$ cat config.mk
export PLATFORM = sky130hd
export DESIGN_NAME = snoopCohCtrl
export DESIGN_NICKNAME = d
export VERILOG_FILES = /design/src/rtl/cohPkg.sv /design/src/rtl/cohDatapath.sv /design/src/rtl/cohControl.sv /design/src/rtl/snoopCohCtrl.sv
export SDC_FILE = /design/constraint.sdc
export NUM_CORES = 1
export LEC_CHECK = 0
export BUFFER_PORTS_ARGS = -buffer_cell sky130_fd_sc_hd__buf_2
export CORE_UTILIZATION = 40
export CTS_CLUSTER_SIZE = 25
export DETAILED_ROUTE_END_ITERATION = 7
export GPL_TIMING_DRIVEN = 0
export PLACE_DENSITY = 0.67
export SYNTH_ARGS = -nofsm -noshare
export SYNTH_HDL_FRONTEND = slang
export SYNTH_HIERARCHICAL = 1
export SYNTH_SLANG_ARGS = --single-unit
$ cat constraint.sdc
create_clock -name clk -period 5.5 [get_ports clk]
set_input_delay 1.1 -clock clk [delete_from_list [all_inputs] [get_ports clk]]
set_output_delay 1.1 -clock clk [all_outputs]
set_load 0.1 [all_outputs]
$ cat src/rtl/cohPkg.sv
package cohPkg;
  typedef enum logic [1:0] {
    ST_I = 2'd0,
    ST_S = 2'd1,
    ST_E = 2'd2
  } lineState_t;

  // strobes from control to the tag stores
  typedef struct packed {
    logic       fill;
    lineState_t fillState;
  } ctlStrb_t;
endpackage

$ cat src/rtl/cohDatapath.sv
module cohDatapath
  import cohPkg::*;
#(
  parameter int IDX_W = 2,
  parameter int TAG_W = 4
) (
  input  logic                   clk,
  input  logic                   rstN,
  input  logic [IDX_W+TAG_W-1:0] cpuAddr,
  input  logic [IDX_W+TAG_W-1:0] snpAddr,
  input  logic                   snpValid,
  input  logic                   snpWrite,
  input  ctlStrb_t               strb,
  output logic                   cpuHit,
  output lineState_t             cpuState,
  output logic                   victimDirty,
  output logic [IDX_W+TAG_W-1:0] victimAddr,
  output logic                   idxClash,
  output logic                   snpWbValid
);
  localparam int ADDR_W = IDX_W + TAG_W;
  localparam int LINES  = 1 << IDX_W;

  // CPU-side copy and snoop-side copy of tags and states
  logic [TAG_W-1:0] cTag [LINES];
  lineState_t       cSt  [LINES];
  logic [TAG_W-1:0] sTag [LINES];
  lineState_t       sSt  [LINES];

  logic [IDX_W-1:0] cpuIdx, snpIdx;
  logic [TAG_W-1:0] cpuTg, snpTg;
  logic             sHit, snpUpd, snpKillsVictim;
  lineState_t       sCur, snpNext;

  assign cpuIdx = cpuAddr[IDX_W-1:0];
  assign cpuTg  = cpuAddr[ADDR_W-1:IDX_W];
  assign snpIdx = snpAddr[IDX_W-1:0];
  assign snpTg  = snpAddr[ADDR_W-1:IDX_W];

  // snoop-side lookup
  always_comb begin
    sCur       = sSt[snpIdx];
    sHit       = (sCur != ST_I) && (sTag[snpIdx] == snpTg);
    snpWbValid = snpValid && sHit && (sCur == ST_E);
    snpUpd     = snpValid && sHit;
    if (snpWrite)          snpNext = ST_I;
    else if (sCur == ST_E) snpNext = ST_S;
    else                   snpNext = sCur;
  end

  // CPU-side lookup
  always_comb begin
    cpuState       = cSt[cpuIdx];
    cpuHit         = (cpuState != ST_I) && (cTag[cpuIdx] == cpuTg);
    idxClash       = snpValid && (snpIdx == cpuIdx);
    snpKillsVictim = idxClash && snpWbValid;
    victimDirty    = (cpuState == ST_E) && (cTag[cpuIdx] != cpuTg) && !snpKillsVictim;
    victimAddr     = {cTag[cpuIdx], cpuIdx};
  end

  // both copies take every update on the same edge; a fill wins over a snoop
  always_ff @(posedge clk) begin
    for (int i = 0; i < LINES; i++) begin
      if (!rstN) begin
        cSt[i]  <= ST_I;
        sSt[i]  <= ST_I;
        cTag[i] <= '0;
        sTag[i] <= '0;
      end else if (strb.fill && (cpuIdx == IDX_W'(i))) begin
        cSt[i]  <= strb.fillState;
        sSt[i]  <= strb.fillState;
        cTag[i] <= cpuTg;
        sTag[i] <= cpuTg;
      end else if (snpUpd && (snpIdx == IDX_W'(i))) begin
        cSt[i] <= snpNext;
        sSt[i] <= snpNext;
      end
    end
  end
endmodule

$ cat src/rtl/cohControl.sv
module cohControl
  import cohPkg::*;
(
  input  logic       clk,
  input  logic       rstN,
  input  logic       cpuReqValid,
  input  logic       cpuReqWrite,
  input  logic       cpuHit,
  input  lineState_t cpuState,
  input  logic       victimDirty,
  input  logic       idxClash,
  input  logic       busCmdReady,
  output logic       busCmdValid,
  output logic       busCmd,
  output logic       cpuWbValid,
  output logic       cpuDone,
  output ctlStrb_t   strb
);
  typedef enum logic {PH_IDLE, PH_ISSUE} ctlPhase_t;
  ctlPhase_t phase, phaseNext;
  logic      silentHit;

  assign silentHit = cpuHit && (!cpuReqWrite || (cpuState == ST_E));

  always_comb begin
    phaseNext      = phase;
    busCmdValid    = 1'b0;
    busCmd         = cpuReqWrite;
    cpuWbValid     = 1'b0;
    cpuDone        = 1'b0;
    strb.fill      = 1'b0;
    strb.fillState = cpuReqWrite ? ST_E : ST_S;
    unique case (phase)
      PH_IDLE: begin
        // a snoop to the same index goes first; retry next cycle
        if (cpuReqValid && !idxClash) begin
          if (silentHit) cpuDone   = 1'b1;
          else           phaseNext = PH_ISSUE;
        end
      end
      PH_ISSUE: begin
        busCmdValid = 1'b1;
        cpuWbValid  = victimDirty;
        if (busCmdReady) begin
          cpuDone   = 1'b1;
          strb.fill = 1'b1;
          phaseNext = PH_IDLE;
        end
      end
      default: phaseNext = PH_IDLE;
    endcase
  end

  always_ff @(posedge clk) begin
    if (!rstN) phase <= PH_IDLE;
    else       phase <= phaseNext;
  end
endmodule

$ cat src/rtl/snoopCohCtrl.sv
module snoopCohCtrl
  import cohPkg::*;
#(
  parameter int IDX_W = 2,
  parameter int TAG_W = 4
) (
  input  logic                   clk,
  input  logic                   rstN,
  input  logic                   cpuReqValid,
  input  logic                   cpuReqWrite,
  input  logic [TAG_W+IDX_W-1:0] cpuReqAddr,
  output logic                   cpuDone,
  output logic                   busCmdValid,
  output logic                   busCmd,
  output logic [TAG_W+IDX_W-1:0] busCmdAddr,
  input  logic                   busCmdReady,
  output logic                   cpuWbValid,
  output logic [TAG_W+IDX_W-1:0] cpuWbAddr,
  input  logic                   snpValid,
  input  logic                   snpWrite,
  input  logic [TAG_W+IDX_W-1:0] snpAddr,
  output logic                   snpWbValid
);
  ctlStrb_t   strb;
  logic       cpuHit, victimDirty, idxClash;
  lineState_t cpuState;

  assign busCmdAddr = cpuReqAddr;

  cohDatapath #(.IDX_W(IDX_W), .TAG_W(TAG_W)) u_dp (
    .clk(clk), .rstN(rstN),
    .cpuAddr(cpuReqAddr), .snpAddr(snpAddr),
    .snpValid(snpValid), .snpWrite(snpWrite),
    .strb(strb),
    .cpuHit(cpuHit), .cpuState(cpuState),
    .victimDirty(victimDirty), .victimAddr(cpuWbAddr),
    .idxClash(idxClash), .snpWbValid(snpWbValid)
  );

  cohControl u_ctl (
    .clk(clk), .rstN(rstN),
    .cpuReqValid(cpuReqValid), .cpuReqWrite(cpuReqWrite),
    .cpuHit(cpuHit), .cpuState(cpuState),
    .victimDirty(victimDirty), .idxClash(idxClash),
    .busCmdReady(busCmdReady),
    .busCmdValid(busCmdValid), .busCmd(busCmd),
    .cpuWbValid(cpuWbValid), .cpuDone(cpuDone),
    .strb(strb)
  );
endmodule

Word level (Yosys, flattened, before mapping)
Memory sizes are Yosys's and may differ from the RTL's.
Index checks and enable logic that the tools add are counted.
Widths: inputs -> output; s select.
- register bits: 1
- memory bits (writable): 48
- output and inout bits: 17
- memories kept: 4
- equality and inequality tests: 12
- mux-type cells: 67
- bitwise logic cells: 25
- reductions and logical operators: 26
- memories (memory ; words ; bits a word ; rd ports ; clocked after Yosys merged registers in ; wr ports ; line ; source):
    u_dp.cTag ; 4 ; 4 ; 1 ; 0 ; 4 ; cohDatapath.sv:25 ; logic [TAG_W-1:0] cTag [LINES];
    u_dp.sTag ; 4 ; 4 ; 1 ; 0 ; 4 ; cohDatapath.sv:27 ; logic [TAG_W-1:0] sTag [LINES];
    u_dp.cSt ; 4 ; 2 ; 1 ; 0 ; 4 ; cohDatapath.sv:26 ; lineState_t cSt [LINES];
    u_dp.sSt ; 4 ; 2 ; 1 ; 0 ; 4 ; cohDatapath.sv:28 ; lineState_t sSt [LINES];
- operator list (operator ; count):
    $mux 1 ; 38
    $mux 2 ; 19
    $mux 4 ; 8
    $or 1x1->1 ; 24
    $logic_and 1x1->1 ; 18
    $eq 2x2->1 const B ; 6
    $eq 4x4->1 ; 2
    $eq 2x1->1 const B ; 2
    $logic_not 2->1 ; 2
    $ne 4x4->1 ; 1
    $pmux 1 s2 ; 2
    $reduce_bool 2->1 ; 2
    $logic_not 1->1 ; 3
    $eq 2x2->1 ; 1
    $logic_or 1x1->1 ; 1
    $not 1->1 ; 1

Depth between registers and ports, before layout
Gate-level depths: netlist of the first run.
An unclocked memory read counts as a cell.
- depth in word-level cells: 10
- depth in mapped cells: 8

By module
Netlist of the first run, hierarchy kept.
- by module, submodules not included (module ; times used ; cells an instance ; area an instance (um^2) ; sequential area each (um^2)):
    cohDatapath ; 1 ; 141 ; 1646.6 ; 720.7
    cohControl ; 1 ; 14 ; 107.6 ; 20.0
    snoopCohCtrl ; 1 ; 6 ; 45.0 ; 0.0

Least setup slack after synthesis of the first run
No wires, ideal clock.
- path type: input port to output port
- start point: input port snpAddr[0]
- end point: output port snpWbValid
- arrival: 5331 ps
- data required time: 4400 ps
- setup slack: -931 ps
- stages: 4
- buffers on the path: 0
- cells stage by stage: mux4_1 xor2_1 or3b_1 nor4b_1
- cells in the longest elaborated chain, start to end: 5
- ends and longest elaborated chain (what ; line ; source):
    from (decl) ; snoopCohCtrl.sv:21 ; input logic [TAG_W+IDX_W-1:0] snpAddr,
    $mem_v2 4x4 / $mem_v2 4x2 (equally long branches) ; n/a ;
    $eq 4x4->1 / $reduce_bool 2->1 (equally long branches) ; cohDatapath.sv:43 ; sHit = (sCur != ST_I) && (sTag[snpIdx] == snpTg);
    $logic_and 1x1->1 ; cohDatapath.sv:43 ;
    $logic_and 1x1->1 ; cohDatapath.sv:44 ; snpWbValid = snpValid && sHit && (sCur == ST_E);
    $logic_and 1x1->1 (*) ; cohDatapath.sv:44 ;
    to (decl) ; snoopCohCtrl.sv:22 ; output logic snpWbValid
Every way passes the cells marked *; elsewhere a longest branch is shown, timed or not.

Final worst setup path of the first run
- start point: input port cpuReqAddr[0]
- end point: output port cpuDone
- cells in the longest elaborated chain, start to end: 7
- ends and longest elaborated chain (what ; line ; source):
    from (decl) ; snoopCohCtrl.sv:11 ; input logic [TAG_W+IDX_W-1:0] cpuReqAddr,
    $mem_v2 4x4 / $mem_v2 4x2 (equally long branches) ; n/a ;
    $eq 4x4->1 / $reduce_bool 2->1 (equally long branches) ; cohDatapath.sv:54 ; cpuHit = (cpuState != ST_I) && (cTag[cpuIdx] == cpuTg);
    $logic_and 1x1->1 (*) ; cohDatapath.sv:54 ;
    named net cpuHit ; snoopCohCtrl.sv:25 ; logic cpuHit, victimDirty, idxClash;
    $logic_and 1x1->1 (*) ; cohControl.sv:23 ; assign silentHit = cpuHit && (!cpuReqWrite || (cpuState == ST_E));
    $mux 1 (*) ; cohControl.sv:37 ; if (silentHit) cpuDone = 1'b1;
    $mux 1 (*) ; cohControl.sv:36 ; if (cpuReqValid && !idxClash) begin
    $pmux 1 s2 (*) ; cohControl.sv:33 ; unique case (phase)
    to (decl) ; snoopCohCtrl.sv:12 ; output logic cpuDone,
Mark *: on every way through the listed nets, which the timed path passes. The rest lies on a longest branch.

==> metrics, run 1 <==
run status complete, no violations; Initial Util a little over two fifths; core area about 0.0043 mm^2; synthesized cell area roughly 0.0018 mm^2; Max clock buf depth 2; Syn Nets 180; antenna-violating nets left 0; crit-path cells buf_2, buf_2, mux4_2, xnor2_1, nand4_1, nor2_1, nor2b_1, o21ai_2, o21ai_1, buf_2; Global Route Usage Sum between 10% and 20%; final worst clock skew roughly 0.008 ns; DR WL/cell ~16 um; Via density between 5 and 6; final worst path period share around 81%; Hold-fix buffers, CTS 0; max_slew headroom roughly 18%; Fillers 420; ant diodes 0; vias in the first global route around 1300; CTS buffer count 3; initial antenna violation count 0; CTS tree built; Place WS about 1.0 ns; Total Wirelength between 3 and 4 mm; Sequential Power Share a little under half; Sink Count 25; CP max stage cell mux4_2; Clock transition at path regs 0.09 ns; Rows 24; Finish-stage setup viols 0; nets 219; area delta synth->final 16.0%; switching pwr approximately 170 uW; fmax 224 MHz; GRT overflow 0; Die Y-Extent slightly below 70 um; Pint about 310 uW; first-pass GRT wire length between 6 and 7 mm; Switching Fraction around 36%; share of cells above drive strength 1 between 30% and 40%; Root Buffer clkbuf_8; final worst setup slack 1.04 ns; Port Buf Inserts 34; Final TNS setup 0 ns; Leak 0.000819 uW; max incr delay on CP 0.57 ns; CP arrival roughly 3.4 ns; Resize count post-CTS 0; worst-path fanout max 10; Remaining DRCs 0; Final Hold Viols 0; GPL Wtd Cong between 0.8 and 0.9; Die Wd 69.1 um; RSZ-0062 raised after global routing false; Hold Path Class flip-flop to flip-flop; Slew Limit Fails 0; startpoint type of the worst setup path input pin; Max Cap Viol 0; Post-CTS Setup Inserts 0; pin count of the biggest net entering global routing 15; DR vias around 1300; Final min period 4.46 ns; VDD IR max around 0.12 mV; Syn. warnings 6; PD cells approximately 230 mW/mm^2; die area approximately 0.0048 mm^2; #FFs+latches synth 25; Least-Margin Pin Slew 1.22 ns; CTS H-Tree Depth 1; required time worst endpoint 4.40 ns; Most common cell on crit path buf_2; clock network fraction of design power a little under a quarter; Ports 36; DR pass1 iterations 4; critical path class input pin to output port; synthesized instance count around 160; iteration-0 DRC count of the detailed router 154; sequential share of the synthesized area 41.2%; post-DP HPWL between 2 and 3 mm; average size of a mapped cell ~11 um^2; Critical Path Sink Type output port; Comb power frac 31.0%; count of different cell masters after synthesis 38; Clock Latency Late Sink 0.27 ns
==> per-layer routing <==
layer	GRT usage, %	part of all wire [%]	routed length (um)	vias to the layer above
met5	0	0	0	-
met4	6.12	1.3	52	0
met3	1.75	4.1	160	5
met2	27.3	47	1860	39
met1	26.2	47	1860	631
li1	-	-	-	666
==> sequential cells by signal (all words and copies together) (netlist names) <==
register / cells
u_dp/sTag: 4
u_dp/cSt: 4
u_dp/cTag: 12
u_dp/sSt: 4
u_ctl/phase: 1
==> worst paths after layout <==
path	from	depth (start not counted)	to	slack (ns)
max reg2reg	u_ctl/phase$_SDFF_PN0_	5	u_dp/cSt[1][1]$_DFFE_PP_	3.28
max	cpuReqAddr[0]	10	cpuDone	1.04
min reg2reg	u_ctl/phase$_SDFF_PN0_	2	u_ctl/phase$_SDFF_PN0_	0.66
min	u_ctl/phase$_SDFF_PN0_	2	u_ctl/phase$_SDFF_PN0_	0.66
==> stage by stage <==
step	area (um^2)	power (uW)	hold slack, ns	std cells	utilization (%)
2_1_floorplan	1810	346	0.805	161	-
3_3_place_gp	2040	378	0.642	247	47.2
3_5_place_dp	2040	378	0.650	247	47.2
4_1_cts	2090	488	0.673	251	48.3
5_1_grt	2090	503	0.721	251	48.3
6_report	2090	485	0.655	251	48.3
==> area by class of cell <==
| cell class | instances | area [um^2] | area share (%) |
|---|---|---|---|
| clock buffer | 3 | 41.3 | 1.98 |
| tap | 52 | 65.1 | 3.12 |
| multi-input combinational | 115 | 938 | 45.0 |
| buffer | 15 | 104 | 4.98 |
| timing repair buffer | 34 | 170 | 8.15 |
| inverter | 6 | 22.5 | 1.08 |
| sequential | 25 | 741 | 35.5 |
| clock inverter | 1 | 5.00 | 0.240 |
==> worst max-delay path: cells and delay by family <==
kind,cells,cell delay (ns)
AO/OA/AOI/OAI,2,0.19
AND/OR/NAND/NOR,3,0.46
XOR/XNOR,1,0.18
buffers and inverters,3,0.84
multiplexers,1,0.57
==> power groups by stage <==
stage	combinational (uW)	clock [uW]	sequential [uW]
after floorplan	115	0	231
after global placement	150	0	228
after detailed placement	151	0	228
after CTS	151	113	223
after global routing	159	119	225
final	150	112	223
==> cell families (layout without fill, tap and decap cells) <==
kind of cell	count (synthesis)	in the layout	share of synthesized area [%]
flops	25	25	41.2
simple gates	64	64	20.0
buf+inv	21	59	7.02
xor+xnor	12	12	6.26
compound gates	25	25	10.2
mux	14	14	15.4
==> cells in the mapped netlist, drive strengths merged <==
| master | count | share of area (%) |
|---|---|---|
| edfxtp | 24 | 40 |
| and2 | 17 | 5.9 |
| nand2 | 17 | 3.5 |
| buf | 14 | 5.6 |
| mux4 | 10 | 13 |
| o21ai | 10 | 3.4 |
| xnor2 | 10 | 4.9 |
| o31ai | 8 | 3.3 |
| nor2 | 7 | 1.5 |
| nor3 | 7 | 1.9 |
| inv | 6 | 1.3 |
| mux2i | 4 | 2.2 |
| o21bai | 4 | 1.7 |
| nand2b | 3 | 1.0 |
| nand3 | 3 | 0.83 |
| nor2b | 2 | 1.1 |
| nor4 | 2 | 1.4 |
| xor2 | 2 | 1.4 |
| a2111o | 1 | 0.63 |
| and3b | 1 | 0.49 |
| and4 | 1 | 0.49 |
| clkbuf | 1 | 0.21 |
| dfxtp | 1 | 1.1 |
| nand3b | 1 | 0.42 |
| nand4 | 1 | 0.35 |
| nor4b | 1 | 0.49 |
| o311ai | 1 | 0.49 |
| o41a | 1 | 0.70 |
| or3b | 1 | 0.49 |
==> placed cells by master, fill, tap and decap left out, drive strengths merged <==
cell type,netlist,layout
nor2b,2,2
o21ai,10,10
nand2b,3,3
nor4b,1,1
nor4,2,2
mux4,10,10
o21bai,4,4
o31ai,8,8
or3b,1,1
nand2,17,17
inv,6,6
xor2,2,2
clkbuf,1,4
clkinv,0,1
nand3,3,3
o311ai,1,1
edfxtp,24,24
nand4,1,1
and2,17,17
xnor2,10,10
a2111o,1,1
nand3b,1,1
o41a,1,1
and4,1,1
nor2,7,7
dfxtp,1,1
buf,14,48
mux2i,4,4
and3b,1,1
nor3,7,7
(Power assumes the default switching activity.)
==> run 2: changes to the inputs <==
==> constraint.sdc (replaced) <==
create_clock -name clk -period 4.3 [get_ports clk]
set_input_delay 0.86 -clock clk [delete_from_list [all_inputs] [get_ports clk]]
set_output_delay 0.86 -clock clk [all_outputs]
set_load 0.1 [all_outputs]
==> run 2 against run 1 <==
  * Global-route usage grew 0.27 points
  * Setup slack worse by 0.77 ns
  * Register-to-register slack lost 1.2 ns
  * Count of clock-buffer cells in the layout up 1
  * Clock skew is 0.0020 ns higher
  * Die area did not move
  * Utilization increased by 0.058 points
  * Clock power is 23% higher
  * Sequential power grew 28%
  * Final area up 0.12%
  * Largest cell class unchanged
  * Largest power group unchanged
  * Highest routed layer unchanged
==> metrics, run 2 (same netlist as run 1, synthesis figures left out) <==
run status complete, no violations; Least-Margin Pin Slew about 1.2 ns; Sink Count 25; Die Wd between 60 and 70 um; area of the multi-input gates roughly 940 um^2; GRT overflow 0; Min-Delay Path Depth 2; FF-to-FF Start u_dp/cTag[1][2]$_SDFFCE_PN0P_; WHS Endpoint u_ctl/phase$_SDFF_PN0_; Critical Path Sink Type output port; Die Y-Extent roughly 69 um; Worst R2R Path Depth 5; GPL Wtd Cong approximately 0.77; commonest non-fill, non-tap cell in the layout buf_2; Hold Path Class flip-flop to flip-flop; CP arrival between 3 and 4 ns; Rows 24; Port Buf Inserts 34; share of cells above drive strength 1 around 34%; Place WS about 0.27 ns; Final Hold Viols 0; initial antenna violation count 0; Finished Layout Cells ~250; CTS tree built; PD cells 295 mW/mm^2; Root Buffer clkbuf_8; final core area utilization around 48%; antenna-violating nets left 0; Sequential Power Share a little under half; final worst path period share between 90 and 100%; hold_sp u_ctl/phase$_SDFF_PN0_; reg2reg end u_dp/sSt[3][0]$_DFFE_PP_; fmax between 200 and 250 MHz; Clock Latency Late Sink between 0.2 and 0.3 ns; area delta synth->final 16.1%; Via density ~5.6; post-DP HPWL around 3.1 mm; Post-CTS Setup Inserts 0; Total Wirelength 4.02 mm; Slew Limit Fails 0; final worst setup slack between 0.2 and 0.3 ns; DR pass1 iterations 4; Resize count post-CTS 0; Max Cap Viol 0; switching pwr about 220 uW; ant diodes 0; vias in the first global route 1340; RSZ-0062 raised after global routing false; final worst clock skew 0.0101 ns; CTS buffer count 3; max_slew headroom 21.0%; placed insts 247; Finish-stage setup viols 0; Final min period about 4.0 ns; Global Route Usage Sum between 10% and 20%; Ports 36; DR WL/cell between 15 and 20 um; VDD IR max 0.198 mV; iteration-0 DRC count of the detailed router 65; critical path class input pin to output port; Pint 401 uW; max reg flops 12; CTS H-Tree Depth 1; Leak around 0.00082 uW; startpoint type of the worst setup path input pin; worst-path fanout max 10; total power between 600 and 700 uW; Hold-fix buffers, CTS 0; pin count of the biggest net entering global routing 14; nets ~220; Comb power frac 31.3%; Final TNS setup 0 ns; Max clock buf depth 2; core area 0.00432 mm^2; Fillers about 430; die area 0.00477 mm^2; required time worst endpoint approximately 3.4 ns; FF+latch area between 700 and 800 um^2; first-pass GRT wire length between 6 and 7 mm; Switching Fraction 35.0%; most frequent cells in the layout 36 x buf_2, 24 x edfxtp_1, 17 x nand2_1, 17 x and2_1; Remaining DRCs 0; Clock transition at path regs 0.09 ns; clock network fraction of design power 22.4%; Initial Util 41.6%; largest reg by FF count u_dp/cTag; r2r setup slk between 2 and 2.5 ns; DR vias roughly 1400
[run 2: cell count changes in the layout (fill, tap and decap cells not counted), sizes merged]
cell    delta
clkinv     -1
clkbuf     +1
[run 2: final cells by class]
class,count,area share [%]
flip-flops and latches,25,35.4
clock buffers,4,2.16
inverters,6,1.08
plain buffers,15,4.97
multi-input cells,115,45.1
well taps,52,3.11
repair buffers,34,8.14
[run 2: worst max-delay path by stage]
stage,startpoint,endpoint,slack (ns),depth (start not counted)
6_report,cpuReqAddr[0],cpuDone,0.27,10
5_1_grt,cpuReqAddr[1],cpuDone,0.09,10
4_1_cts,cpuReqAddr[0],cpuDone,0.26,10
3_5_place_dp,cpuReqAddr[0],cpuDone,0.27,10
3_3_place_gp,cpuReqAddr[0],cpuDone,0.29,10
2_1_floorplan,snpAddr[0],snpWbValid,-0.26,4
[run 2: layer usage]
layer / track usage (%) / wire length, um / vias to the layer above
met4: 5.44 / 68 / 0
met3: 2.49 / 269 / 9
met1: 24.3 / 1730 / 662
met2: 30.2 / 1960 / 60
li1: - / - / 665
met5: 0 / 0 / -
[run 2: critical path, stage by stage]
cell	delay [ns]
buf_2	0.12
buf_2	0.29
mux4_2	0.57
xnor2_1	0.23
nand4_1	0.21
nor2_1	0.13
nor2b_1	0.15
o21ai_2	0.08
o21ai_2	0.10
buf_2	0.43
[run 2: stage by stage]
step	cell area, um^2	hold slack, ns
4_1_cts	2090	0.679
2_1_floorplan	1810	0.805
6_report	2090	0.681
3_3_place_gp	2040	0.642
5_1_grt	2090	0.753
3_5_place_dp	2040	0.656
[run 2: power groups by stage]
stage          Combinational (uW)  Clock (uW)  Sequential (uW)
5_1_grt                       205         153              288
2_1_floorplan                 148           0              295
3_5_place_dp                  194           0              292
6_report                      193         138              286
3_3_place_gp                  192           0              291
4_1_cts                       194         142              286
==> run 3: changes to the inputs <==
--- a/config.mk
+++ b/config.mk
@@ -10,8 +10,7 @@
 export CTS_CLUSTER_SIZE = 25
 export DETAILED_ROUTE_END_ITERATION = 7
 export GPL_TIMING_DRIVEN = 0
-export PLACE_DENSITY = 0.67
+export PLACE_DENSITY = 0.7
 export SYNTH_ARGS = -nofsm -noshare
 export SYNTH_HDL_FRONTEND = slang
-export SYNTH_HIERARCHICAL = 1
 export SYNTH_SLANG_ARGS = --single-unit
==> run 3 against run 2 <==
  * Count of clock-buffer cells in the layout is 1 lower
  * Final area is 4.1% lower
  * Largest power group unchanged
  * Cell count is 8.4% lower
  * Highest routed layer unchanged
==> metrics, run 3 <==
run status complete, no violations; sequential share of the synthesized area between 40% and 50%; pin count of the biggest net entering global routing 17; worst-path fanout max 10; initial antenna violation count 0; Hold-fix buffers, CTS 0; Syn Nets around 160; VDD IR max roughly 0.12 mV; DR pass1 iterations 4; FF+latch area 741 um^2; DR WL/cell around 16 um; fmax 261 MHz; Final TNS setup 0 ns; core area ~0.0041 mm^2; synth cell count leaders 24 x edfxtp_1, 16 x and2_1, 10 x mux4_2; Resize count post-CTS 0; RSZ-0062 raised after global routing false; max reg flops 12; final worst path period share about nine tenths; Post-CTS Setup Inserts 0; GPL Wtd Cong 0.809; Finish-stage setup viols 0; synthesized instance count ~140; Clock Latency Late Sink ~0.28 ns; max incr delay on CP about 0.57 ns; Remaining DRCs 0; final instance area about 0.002 mm^2; Die Y-Extent 67.4 um; required time worst endpoint around 3.4 ns; CP arrival between 2 and 3 ns; Final Hold Viols 0; Rows 23; Placed Area 0.00195 mm^2; Final min period 3.84 ns; CTS H-Tree Depth 1; critical path class input pin to output port; Top Registers u_dp.cTag: 12 flops, u_dp.cSt: 6 flops, u_dp.sTag: 4 flops; crit-path cells buf_2, buf_2, mux4_2, xnor2_1, nand4_1, o41ai_4, buf_2; EDFF count, synth 24; Sink Count 25; count of different cell masters after synthesis 37; antenna-violating nets left 0; Syn. warnings 0; Initial Util a little over two fifths; Synth top area share between 40 and 50%; synthesized cell area 0.00171 mm^2; top-count cell post-synth edfxtp_1; Global Route Usage Sum around 18%; Max Cap Viol 0; Hold Path Class flip-flop to flip-flop; Yosys top cell by area edfxtp_1; iteration-0 DRC count of the detailed router 64; Port Buf Inserts 32; vias in the first global route around 1200; Least-Margin Pin Slew 0.729 ns; die area between 0.004 and 0.005 mm^2; final worst clock skew ~0.0039 ns; PD cells between 300 and 400 mW/mm^2; Critical Path Sink Type output port; Die Wd 67.4 um; Slew Limit Fails 0; share of cells above drive strength 1 36.1%; Via density approximately 5.4; CP max stage cell mux4_2; Root Buffer clkbuf_8; startpoint type of the worst setup path input pin; Max clock buf depth 2; CTS buffer count 3; Most common cell on crit path buf_2; GRT overflow 0; DR vias 1238; CTS tree built; post-DP HPWL about 3.1 mm; ranking of synthesized cells by area edfxtp_1 42%, mux4_2 13%, and2_1 5.8%; Total Wirelength ~3.6 mm; nets 200; Clock transition at path regs about 0.090 ns; max_slew headroom about half; area delta synth->final 17.0%; first-pass GRT wire length approximately 5.8 mm; commonest non-fill, non-tap cell in the layout buf_2; Fillers 369; #FFs+latches synth 25; ant diodes 0; async set-reset flop share out of synthesis 0%; Main synth FF type edfxtp_1; area of the multi-input gates between 800 and 900 um^2; most frequent cells in the layout 34 x buf_2, 24 x edfxtp_1, 16 x and2_1; largest reg by FF count u_dp.cTag; Ports 36; average size of a mapped cell 11.9 um^2; Hold WS approximately 0.60 ns; Leak roughly 0.00079 uW
==> run 3: changes by cell type in the layout (fill, tap and decap cells not counted), moves of 3 or more <==
cell     before  now
mux2i_1       4    0
mux4_2        7   10
o21ai_2       4    0
nor3_1        7    1
xor2_1        1    6
inv_1         5    9
xnor2_1      10    4
nand2_1      17    9
==> run 3: final timing paths <==
| path | end | slack [ns] | from | cells after the start |
|---|---|---|---|---|
| setup reg to reg | u_dp.cSt[0][1]$_DFFE_PP_ | 1.87 | u_dp.cTag[3][2]$_SDFFCE_PN0P_ | 6 |
| setup / recovery | cpuDone | 0.46 | cpuReqAddr[0] | 7 |
| hold / removal | u_ctl.phase$_SDFF_PN0_ | 0.60 | u_ctl.phase$_SDFF_PN0_ | 2 |
| hold reg to reg | u_ctl.phase$_SDFF_PN0_ | 0.60 | u_ctl.phase$_SDFF_PN0_ | 2 |
==> run 3: cell families after synthesis <==
kind of cell / after synthesis / share of synthesized area (%)
simple gates: 49 / 17.2
flops: 25 / 43.2
buf+inv: 25 / 8.47
compound gates: 23 / 9.79
mux: 12 / 16.2
xor+xnor: 10 / 5.11
==> run 3: final cells by class <==
type	count	share of cell area [%]
Clock inverter	1	0.437
Tap cell	50	3.12
Inverter	9	1.69
Timing Repair Buffer	32	7.99
Multi-Input combinational cell	94	42.2
Sequential cell	25	37.0
Buffer	16	5.56
Clock buffer	3	2.06
==> run 3: per-layer routing <==
layer  global-route usage, %  wire (um)  up-vias
met4                    8.24         59        0
met5                       0          0        -
met2                    31.5       1880       41
li1                        -          -      594
met1                    20.9       1520      598
met3                    2.36        184        5
==> run 3: through the flow <==
step | instances | total power (uW) | worst slack, ns | util, %
finish | 230 | 612 | 0.463 | 49.4
global route | 230 | 634 | 0.327 | 49.4
CTS | 230 | 615 | 0.448 | 49.4
detailed placement | 226 | 470 | 0.451 | 48.2
global placement | 226 | 464 | 0.524 | 48.2
floorplan | 144 | 434 | 0.0523 | -
==> run 3: critical path: cells and delay by family <==
family,cells,cell delay [ns]
buffers and inverters,3,0.88
multiplexers,1,0.57
AO/OA/AOI/OAI,1,0.26
AND/OR/NAND/NOR,1,0.22
XOR/XNOR,1,0.18
==> run 3: power breakdown <==
part / total (uW) / switching (uW) / internal [uW]
Combinational: 179 / 126 / 52.4
Sequential: 285 / 7.55 / 278
Clock: 148 / 79.5 / 68.1
Total: 612 / 213 / 398
